--- config.mk ---
export PLATFORM = sky130hd
export DESIGN_NAME = pt_walker
export DESIGN_NICKNAME = d
export VERILOG_FILES = /design/src/rtl/pgw_pkg.sv /design/src/rtl/pgw_entry_addr.sv /design/src/rtl/pgw_ctrl.sv /design/src/rtl/pt_walker.sv
export SDC_FILE = /design/constraint.sdc
export NUM_CORES = 1
export LEC_CHECK = 0
export CAP_MARGIN = 20
export CORE_MARGIN = 2
export CORE_UTILIZATION = 65
export DETAILED_ROUTE_END_ITERATION = 10
export DONT_BUFFER_PORTS = 1
export PLACE_DENSITY = 0.92
export SYNTH_ARGS = -nofsm -noshare
export SYNTH_HDL_FRONTEND = slang
export SYNTH_SLANG_ARGS = --single-unit
--- constraint.sdc ---
create_clock -name clk -period 2.2 [get_ports clk]
set_input_delay 0.11 -clock clk [delete_from_list [all_inputs] [get_ports clk]]
set_output_delay 0.11 -clock clk [all_outputs]
set_load 0.02 [all_outputs]
--- src/rtl/pgw_pkg.sv ---
package pgw_pkg;

   typedef enum logic [2:0] {
      S_IDLE     = 3'd0,
      S_DIR_REQ  = 3'd1,
      S_DIR_WAIT = 3'd2,
      S_PTE_REQ  = 3'd3,
      S_PTE_WAIT = 3'd4,
      S_DONE     = 3'd5
   } pgw_state_e;

endpackage

--- src/rtl/pgw_entry_addr.sv ---
// Entry address = page-aligned table base + index * entry size.
module pgw_entry_addr #(
   parameter int ADDR_W    = 32,
   parameter int OFF_W     = 12,
   parameter int IDX_W     = 10,
   parameter int ENT_BYTES = 4
) (
   input  logic [ADDR_W-1:0] base,
   input  logic [IDX_W-1:0]  idx,
   output logic [ADDR_W-1:0] addr
);
   localparam int ENT_SH = $clog2(ENT_BYTES);

   logic [ADDR_W-1:0] aligned_base;
   logic [ADDR_W-1:0] idx_ext;

   assign aligned_base = {base[ADDR_W-1:OFF_W], {OFF_W{1'b0}}};
   assign idx_ext      = {{(ADDR_W-IDX_W){1'b0}}, idx};

   generate
      if ((1 << ENT_SH) == ENT_BYTES) begin : g_shift
         assign addr = aligned_base + (idx_ext << ENT_SH);
      end else begin : g_mul
         localparam logic [ADDR_W-1:0] ENT_SZ = ADDR_W'(ENT_BYTES);
         assign addr = aligned_base + idx_ext * ENT_SZ;
      end
   endgenerate

endmodule

--- src/rtl/pgw_ctrl.sv ---
module pgw_ctrl
   import pgw_pkg::*;
(
   input  logic       clk,
   input  logic       rst_n,
   input  logic       req_valid,
   input  logic       mem_req_ready,
   input  logic       mem_rsp_valid,
   input  logic       rsp_entry_ok,
   output pgw_state_e state
);
   pgw_state_e state_d;

   always_comb begin
      state_d = state;
      unique case (state)
         S_IDLE:     if (req_valid)     state_d = S_DIR_REQ;
         S_DIR_REQ:  if (mem_req_ready) state_d = S_DIR_WAIT;
         S_DIR_WAIT: if (mem_rsp_valid) state_d = rsp_entry_ok ? S_PTE_REQ : S_DONE;
         S_PTE_REQ:  if (mem_req_ready) state_d = S_PTE_WAIT;
         S_PTE_WAIT: if (mem_rsp_valid) state_d = S_DONE;
         S_DONE:                        state_d = S_IDLE;
         default:                       state_d = S_IDLE;
      endcase
   end

   always_ff @(posedge clk) begin
      if (!rst_n) state <= S_IDLE;
      else        state <= state_d;
   end

   p_legal_state_r10: assert property (@(posedge clk) disable iff (!rst_n)
      state inside {S_IDLE, S_DIR_REQ, S_DIR_WAIT, S_PTE_REQ, S_PTE_WAIT, S_DONE});

   p_done_to_idle_r10: assert property (@(posedge clk) disable iff (!rst_n)
      state == S_DONE |=> state == S_IDLE);

endmodule

--- src/rtl/pt_walker.sv ---
module pt_walker
   import pgw_pkg::*;
#(
   parameter int ADDR_W    = 32,
   parameter int DIR_IDX_W = 10,
   parameter int TBL_IDX_W = 10,
   parameter int OFF_W     = 12,
   parameter int ENT_BYTES = 4,
   parameter int VALID_BIT = 0
) (
   input  logic                    clk,
   input  logic                    rst_n,
   input  logic                    req_valid,
   output logic                    req_ready,
   input  logic [ADDR_W-1:0]       req_vaddr,
   input  logic [ADDR_W-1:0]       root_base,
   output logic                    mem_req_valid,
   input  logic                    mem_req_ready,
   output logic [ADDR_W-1:0]       mem_req_addr,
   input  logic                    mem_rsp_valid,
   input  logic [ADDR_W-1:0]       mem_rsp_data,
   output logic                    busy,
   output logic                    done,
   output logic                    done_fault,
   output logic [ADDR_W-OFF_W-1:0] done_pfn,
   output logic [ADDR_W-1:0]       done_paddr
);
   localparam int FRAME_W  = ADDR_W - OFF_W;
   localparam int TBL_LO   = OFF_W;
   localparam int DIR_LO   = OFF_W + TBL_IDX_W;
   localparam int N_LEVELS = 2;

   generate
      if (DIR_IDX_W + TBL_IDX_W + OFF_W != ADDR_W) begin : g_bad_split
         $error("pt_walker: index and offset widths must add up to ADDR_W");
      end
      if (VALID_BIT >= OFF_W) begin : g_bad_valid
         $error("pt_walker: valid bit must lie below the frame field");
      end
      if ((ENT_BYTES << TBL_IDX_W) > (1 << OFF_W)) begin : g_bad_fit
         $error("pt_walker: a table must fit in one page");
      end
   endgenerate

   pgw_state_e         state;
   logic [ADDR_W-1:0]  va_q;
   logic [ADDR_W-1:0]  root_q;
   logic [FRAME_W-1:0] tbase_q;
   logic [FRAME_W-1:0] pfn_q;
   logic               fault_q;
   logic               accept;
   logic               entry_ok;

   assign accept   = req_valid && (state == S_IDLE);
   assign entry_ok = mem_rsp_data[VALID_BIT];

   pgw_ctrl u_ctrl (
      .clk           (clk),
      .rst_n         (rst_n),
      .req_valid     (req_valid),
      .mem_req_ready (mem_req_ready),
      .mem_rsp_valid (mem_rsp_valid),
      .rsp_entry_ok  (entry_ok),
      .state         (state)
   );

   // Per-level base and index, then one address generator per level.
   logic [ADDR_W-1:0] lvl_base [N_LEVELS];
   logic [ADDR_W-1:0] lvl_addr [N_LEVELS];
   logic [DIR_IDX_W-1:0] dir_idx;
   logic [TBL_IDX_W-1:0] tbl_idx;

   assign dir_idx     = va_q[ADDR_W-1:DIR_LO];
   assign tbl_idx     = va_q[DIR_LO-1:TBL_LO];
   assign lvl_base[0] = root_q;
   assign lvl_base[1] = {tbase_q, {OFF_W{1'b0}}};

   generate
      for (genvar l = 0; l < N_LEVELS; l++) begin : g_lvl
         localparam int IW = (l == 0) ? DIR_IDX_W : TBL_IDX_W;
         logic [IW-1:0] idx_l;
         if (l == 0) begin : g_dir
            assign idx_l = IW'(dir_idx);
         end else begin : g_tbl
            assign idx_l = IW'(tbl_idx);
         end
         pgw_entry_addr #(
            .ADDR_W    (ADDR_W),
            .OFF_W     (OFF_W),
            .IDX_W     (IW),
            .ENT_BYTES (ENT_BYTES)
         ) u_ea (
            .base (lvl_base[l]),
            .idx  (idx_l),
            .addr (lvl_addr[l])
         );
      end
   endgenerate

   always_ff @(posedge clk) begin
      if (!rst_n) begin
         va_q    <= '0;
         root_q  <= '0;
         tbase_q <= '0;
         pfn_q   <= '0;
         fault_q <= 1'b0;
      end else begin
         if (accept) begin
            va_q    <= req_vaddr;
            root_q  <= root_base;
            pfn_q   <= '0;
            fault_q <= 1'b0;
         end
         if (state == S_DIR_WAIT && mem_rsp_valid) begin
            if (entry_ok) tbase_q <= mem_rsp_data[ADDR_W-1:OFF_W];
            else          fault_q <= 1'b1;
         end
         if (state == S_PTE_WAIT && mem_rsp_valid) begin
            if (entry_ok) pfn_q   <= mem_rsp_data[ADDR_W-1:OFF_W];
            else          fault_q <= 1'b1;
         end
      end
   end

   assign req_ready     = (state == S_IDLE);
   assign busy          = (state != S_IDLE);
   assign mem_req_valid = (state == S_DIR_REQ) || (state == S_PTE_REQ);
   assign mem_req_addr  = (state == S_PTE_REQ) ? lvl_addr[1] : lvl_addr[0];
   assign done          = (state == S_DONE);
   assign done_fault    = done && fault_q;
   assign done_pfn      = (done && !fault_q) ? pfn_q : '0;
   assign done_paddr    = (done && !fault_q) ? {pfn_q, va_q[OFF_W-1:0]} : '0;

   // Assertions
   p_idle_quiet_r1: assert property (@(posedge clk) disable iff (!rst_n)
      !busy |-> !mem_req_valid);

   p_accept_busy_r2: assert property (@(posedge clk) disable iff (!rst_n)
      req_valid && req_ready |=> busy && !req_ready && mem_req_valid);

   p_dir_fault_r5: assert property (@(posedge clk) disable iff (!rst_n)
      (state == S_DIR_WAIT) && mem_rsp_valid && !mem_rsp_data[VALID_BIT]
      |=> done && done_fault && !mem_req_valid);

   p_fault_zero_r6: assert property (@(posedge clk) disable iff (!rst_n)
      done && done_fault |-> (done_paddr == '0) && (done_pfn == '0));

   p_req_hold_r8: assert property (@(posedge clk) disable iff (!rst_n)
      mem_req_valid && !mem_req_ready |=> mem_req_valid && $stable(mem_req_addr));

   p_va_held_r9: assert property (@(posedge clk) disable iff (!rst_n)
      busy && !done |=> $stable(va_q) && $stable(root_q));

   p_done_single_r10: assert property (@(posedge clk) disable iff (!rst_n)
      done |=> !done && !busy && req_ready);

endmodule

==> impl_metrics.json, run 1 <==
{
  "ff_latch_area_um2": 1920,
  "crit_path_end_kind": "primary output",
  "synthesized_area_fraction_occupied_by_ao_oa_aoi_and_oai_cells_pct": 9.59,
  "route.detailed.drc": 0,
  "insertion_delay_ns": 0.35,
  "grt_util_overall_pct": 31.1,
  "worstSetupStartpoint": "u_ctrl.state[2]$_SDFFE_PN0P_",
  "insertedDiodeCount": 0,
  "setup.worst_path.class": "register to primary output",
  "synthFlopType": "sky130_fd_sc_hd__dfxtp_1",
  "tritoncts_clock_tree": "yes",
  "io_buffers": 0,
  "finalCritPeriodShare_pct": 92.4,
  "timing.critical_path.slowest_cell_delay_ns": 0.50,
  "clk_pin_slew_ns": 0.09,
  "yosys-mux-area-fraction_pct": 16.6,
  "grt_overflow": 0,
  "fin_tns_setup_ns": 0,
  "ys.warnings.count": 0,
  "hp-start": "mem_req_ready",
  "grt_pass1_wl_um": 18100,
  "dr_total_vias": 3695,
  "startpoint_type": "register",
  "crit_slowest_cell": "sky130_fd_sc_hd__dfxtp_2",
  "clock_tree.htree_level_count": 3,
  "synth_largest_type_area_fraction_pct": 42.7,
  "overall_power_uw": 3400,
  "first_pass_iters": 4,
  "multi_input_comb_area_um2": 2210,
  "route.final.wire_length_um": 11900,
  "slew_violations": 0,
  "synth_simple_gate_area_share_pct": 21.9,
  "number_of_fill_cells_in_the_layout": 377,
  "synth_top_family_by_area": "simple AND/OR/NAND/NOR gates",
  "number_of_antenna_violations_at_the_first_check_in_global_routing": 0,
  "floorplan.die_area_um2": 7610,
  "timing.final.ws_setup_ns": 0.168,
  "synth.ff_latch_count": 96,
  "power.static_leakage_uw": 0.00230,
  "mappedNetlistArea_um2": 4500,
  "grt_setup_unrepaired": "false",
  "synth_fa_ha_area_share_pct": 0,
  "preCtsSetupSlack_ns": 0.314,
  "cp_cell_sequence": "nor2b_2, nand2_1, buf_4, mux2_2",
  "synth_top_area_cell": "sky130_fd_sc_hd__dfxtp_1",
  "finalNetCount": 664,
  "num_rows": 30,
  "synth_xor_xnor_area_share_pct": 0.389,
  "tightest_slew_ns": 0.784,
  "maximum_number_of_pins_on_one_net_before_global_route_repair": 117,
  "initial_utilization_pct": 66.6,
  "finalHoldViolCount": 0,
  "ir_drop_mv": 0.705,
  "netlist_instances": 507,
  "worst_max_slew_margin_expressed_relative_to_the_limit_pct": 47.3,
  "number_of_synthesized_flops_with_an_enable_pin": 0,
  "numClockSinks": 96,
  "design.portCount": 190,
  "cp_max_fo": 22,
  "grt_pass1_vias": 3831,
  "share_of_final_layout_standard_cells_stronger_than_drive_strength_1_pct": 14.7,
  "timing.max_cap.violations": 0,
  "period_minus_slack_ns": 2.03,
  "post-synth-top-count-cell": "sky130_fd_sc_hd__nand2_1",
  "avgViaCountPerCell": 5.72,
  "ranking_of_synthesized_cells_by_area": "sky130_fd_sc_hd__dfxtp_1 (43%), sky130_fd_sc_hd__nand2_1 (12%), sky130_fd_sc_hd__mux2i_1 (9.1%), sky130_fd_sc_hd__a21boi_1 (8.3%), sky130_fd_sc_hd__mux2_2 (7.5%)",
  "hold_class": "input pin to register",
  "avgSynthCellArea_um2": 8.88,
  "critPathArrivalTime_ns": 1.92,
  "hold_slack_ns": 0.0356,
  "max_freq_mhz": 492,
  "ys_async_sr_fraction_pct": 0,
  "sequential_fraction_of_the_synthesis_area_pct": 42.7,
  "ant_nets": 0,
  "area_overhead_vs_synth_pct": 22.7,
  "final-setup-viol-count": 0,
  "power_density_nw_per_um2": 616,
  "sum_of_net_half_perimeters_after_detailed_placement_um": 6390,
  "max-clock-path-buffers": 2,
  "tritoncts.num_buffers": 9,
  "synth.cells.most_frequent": "sky130_fd_sc_hd__nand2_1 (145), sky130_fd_sc_hd__dfxtp_1 (96), sky130_fd_sc_hd__a21boi_1 (50)",
  "critical_path.reg2reg.startpoint": "u_ctrl.state[2]$_SDFFE_PN0P_",
  "clock_skew_ns": 0.0100,
  "ctsRootBufferMaster": "sky130_fd_sc_hd__clkbuf_8",
  "core_area_um2": 6760,
  "die_w_um": 87.2,
  "detail_route.wl_per_cell_um": 18.4,
  "first_iter_violations": 163,
  "dieHeight_um": 87.2,
  "place_congestion": 0.809,
  "worst_ep_required_time_ns": 2.09,
  "synth_cell_types": 31,
  "run_status": "finished, final reports clean"
}
## critical path: cells and delay by family, from the launching register on
kind,cells,cell delay (ns)
buffers and inverters,1,0.33
DFF,1,0.50
muxes,1,0.46
and+or+nand+nor,2,0.28
## cell families (layout without fill, tap and decap cells)
kind of cell	Yosys count	in the layout
muxes	71	71
xor gates and xnor gates	2	2
DFF	96	96
buffers and inverters	62	120
and+or+nand+nor	217	217
other	1	2
AOI/OAI and AO/OA	58	58
## path summary, 6_finish.rpt
path | endpoint | slack (ns) | cells past startpoint
worst min-delay path | u_ctrl.state[1]$_SDFFE_PN0P_ | 0.04 | 3
worst max-delay path | mem_req_addr[31] | 0.17 | 4
worst min register to register | va_q[11]$_SDFFE_PN0P_ | 0.45 | 2
worst max register to register | pfn_q[13]$_SDFF_PN0_ | 0.35 | 4
## where the power goes
| part | total [uW] | internal [uW] | switching (uW) |
|---|---|---|---|
| clock | 1010 | 429 | 577 |
| sequential | 1860 | 1810 | 45.1 |
| combinational | 536 | 225 | 310 |
| total | 3400 | 2470 | 932 |
## sequential cells by signal (all words and copies together), names as in the netlist
name	count
fault_q	1
pfn_q	20
root_q	20
tbase_q	20
u_ctrl.state	3
va_q	32
## layer usage
metal | GRT usage [%] | share of wire (%) | vias to the layer above
met2 | 59.8 | 54 | 136
met4 | 14.7 | 3.3 | 0
met1 | 31.2 | 38 | 1769
met5 | 0 | 0 | -
li1 | - | - | 1754
met3 | 7.20 | 4.7 | 36
## final cells by class
class                   instances  area share (%)
clock buffers                  11            2.56
clock inverters                 3           0.362
inverters                       1          0.0680
multi-input cells             350            40.0
flip-flops and latches         96            34.8
well taps                      80            1.81
repair buffers                105            20.4
## per-stage QoR
stage	area, um2	cells	util, %
2_1_floorplan	4510	508	-
3_3_place_gp	4610	559	68.2
3_5_place_dp	4610	559	68.2
4_1_cts	5520	646	81.7
5_1_grt	5520	646	81.8
6_report	5520	646	81.8
## timing repair
action                                  in CTS  in global routing
endpoints found under the hold margin       96                  0
gates cloned                                 0                  0
resized for setup                            1                  2
hold buffers                                73                  0
setup buffers                                0                  0
endpoints found under the setup margin      22                 62
## layout by cell type (no fill, tap or decap), drive strengths merged
master,count
a211oi,1
a21boi,52
a22oi,2
and2,33
and3b,1
buf,33
clkbuf,11
clkinv,1
clkinvlp,2
conb,2
dfxtp,96
dlygate4sd3,72
inv,1
mux2,30
mux2i,41
nand2,145
nand2b,1
nand3,20
nand4,1
nand4b,1
nor2,2
nor2b,5
nor3,2
nor3b,3
nor4b,1
nor4bb,1
o21ai,2
o31a,1
or4b,1
xor2,2
(Power assumes the default switching activity.)
==> run 2, diff against run 1 <==
- RECOVER_POWER: default -> 25
==> impl_metrics.json, run 2 (synthesis gave the netlist of run 1 again) <==
{
  "first_iter_violations": 178,
  "most-common-layout-cells": "sky130_fd_sc_hd__nand2_1 (145), sky130_fd_sc_hd__dfxtp_1 (94), sky130_fd_sc_hd__dlygate4sd3_1 (72)",
  "sum_of_net_half_perimeters_after_detailed_placement_um": 6390,
  "final-setup-viol-count": 0,
  "tightest_slew_ns": 0.794,
  "power_density_nw_per_um2": 615,
  "cp_max_fo": 22,
  "clock_skew_ns": 0.00932,
  "design.portCount": 190,
  "final_core_utilization_pct": 81.6,
  "numClockSinks": 96,
  "worstSetupStartpoint": "u_ctrl.state[2]$_SDFFE_PN0P_",
  "setup.worst_path.class": "register to primary output",
  "hold_class": "input pin to register",
  "grt_pass1_wl_um": 18100,
  "insertion_delay_ns": 0.35,
  "critPathArrivalTime_ns": 1.92,
  "finalHoldViolCount": 0,
  "grt_setup_unrepaired": "false",
  "insertedDiodeCount": 0,
  "detail_route.wl_per_cell_um": 18.4,
  "clk_pin_slew_ns": 0.09,
  "ctsRootBufferMaster": "sky130_fd_sc_hd__clkbuf_8",
  "route.detailed.drc": 0,
  "max_flop_register": "va_q",
  "dr_total_vias": 3700,
  "startpoint_type": "register",
  "route.final.wire_length_um": 11900,
  "dp_cells": 559,
  "number_of_antenna_violations_at_the_first_check_in_global_routing": 0,
  "overall_power_uw": 3390,
  "ant_nets": 0,
  "clock_tree.htree_level_count": 3,
  "hp-start": "mem_req_ready",
  "num_rows": 30,
  "dieHeight_um": 87.2,
  "layout_commonest_cell": "sky130_fd_sc_hd__nand2_1",
  "grt_util_overall_pct": 31.1,
  "avgViaCountPerCell": 5.73,
  "grt_overflow": 0,
  "finalCritPeriodShare_pct": 92.3,
  "ir_drop_mv": 0.702,
  "place_congestion": 0.809,
  "run_status": "finished, final reports clean",
  "first_pass_iters": 4,
  "max-clock-path-buffers": 2,
  "finalNetCount": 664,
  "power.static_leakage_uw": 0.00228,
  "crit_path_end_kind": "primary output",
  "largest_register_ffs": 32,
  "initial_utilization_pct": 66.6,
  "period_minus_slack_ns": 2.03,
  "worst_max_slew_margin_expressed_relative_to_the_limit_pct": 46.7,
  "slew_violations": 0,
  "area_overhead_vs_synth_pct": 22.5,
  "maximum_number_of_pins_on_one_net_before_global_route_repair": 117,
  "io_buffers": 0,
  "max_freq_mhz": 492,
  "core_area_um2": 6760,
  "die_w_um": 87.2,
  "floorplan.die_area_um2": 7610,
  "worst_ep_required_time_ns": 2.09,
  "fin_tns_setup_ns": 0,
  "critical_path.reg2reg.startpoint": "u_ctrl.state[2]$_SDFFE_PN0P_",
  "number_of_fill_cells_in_the_layout": 381,
  "layoutNonFillerInstCount": 646,
  "tritoncts_clock_tree": "yes",
  "share_of_final_layout_standard_cells_stronger_than_drive_strength_1_pct": 14.5,
  "grt_pass1_vias": 3831,
  "tritoncts.num_buffers": 9,
  "timing.max_cap.violations": 0
}
## run 2: final cells by class
type	count	area (um2)	area share (%)
multi-input cells	350	2210	40.0
flip-flops and latches	96	1920	34.9
repair buffers	105	1120	20.3
clock buffers	11	141	2.56
well taps	80	100	1.81
clock inverters	3	20.0	0.363
inverters	1	3.75	0.0681
## run 2: where the power goes
group          internal, uW  total (uW)  switching, uW
Clock                   429        1000            575
Sequential             1810        1860           45.4
Combinational           222         530            308
## run 2: final timing paths
check,endpoint,slack [ns],cells after the start
setup reg to reg,fault_q$_SDFF_PN0_,0.18,4
hold reg to reg,root_q[29]$_SDFFE_PN0P_,0.46,2
setup / recovery,mem_req_addr[31],0.17,4
hold / removal,u_ctrl.state[1]$_SDFFE_PN0P_,0.03,3
## run 2: what timing repair did
action,4_1_cts,5_1_grt
buffers inserted,0,0
pin swaps,0,0
resized for setup,1,2
hold endpoints to repair,96,0
setup endpoints to repair,22,62
hold buffers,73,0
## run 2: stage by stage
step | setup slack, ns | hold WS, ns | cell area (um2)
2_1_floorplan | 0.498 | 0.245 | 4510
3_3_place_gp | 0.363 | 0.247 | 4610
3_5_place_dp | 0.314 | 0.251 | 4610
4_1_cts | 0.00959 | 0.0290 | 5520
5_1_grt | 0.0585 | 0.0546 | 5520
6_report | 0.169 | 0.0335 | 5520
## run 2: metal layers
metal  GRT usage, %  share of wire (%)
met1           31.2                 38
met4           14.7                3.3
met2           59.8                 54
met5              0                  0
met3           7.20                4.9
## run 2: critical path, cell delays in order (launching register included)
cell                      delay, ns
sky130_fd_sc_hd__dfxtp_2       0.50
sky130_fd_sc_hd__nor2b_2       0.16
sky130_fd_sc_hd__nand2_1       0.12
sky130_fd_sc_hd__buf_4         0.33
sky130_fd_sc_hd__mux2_2        0.45
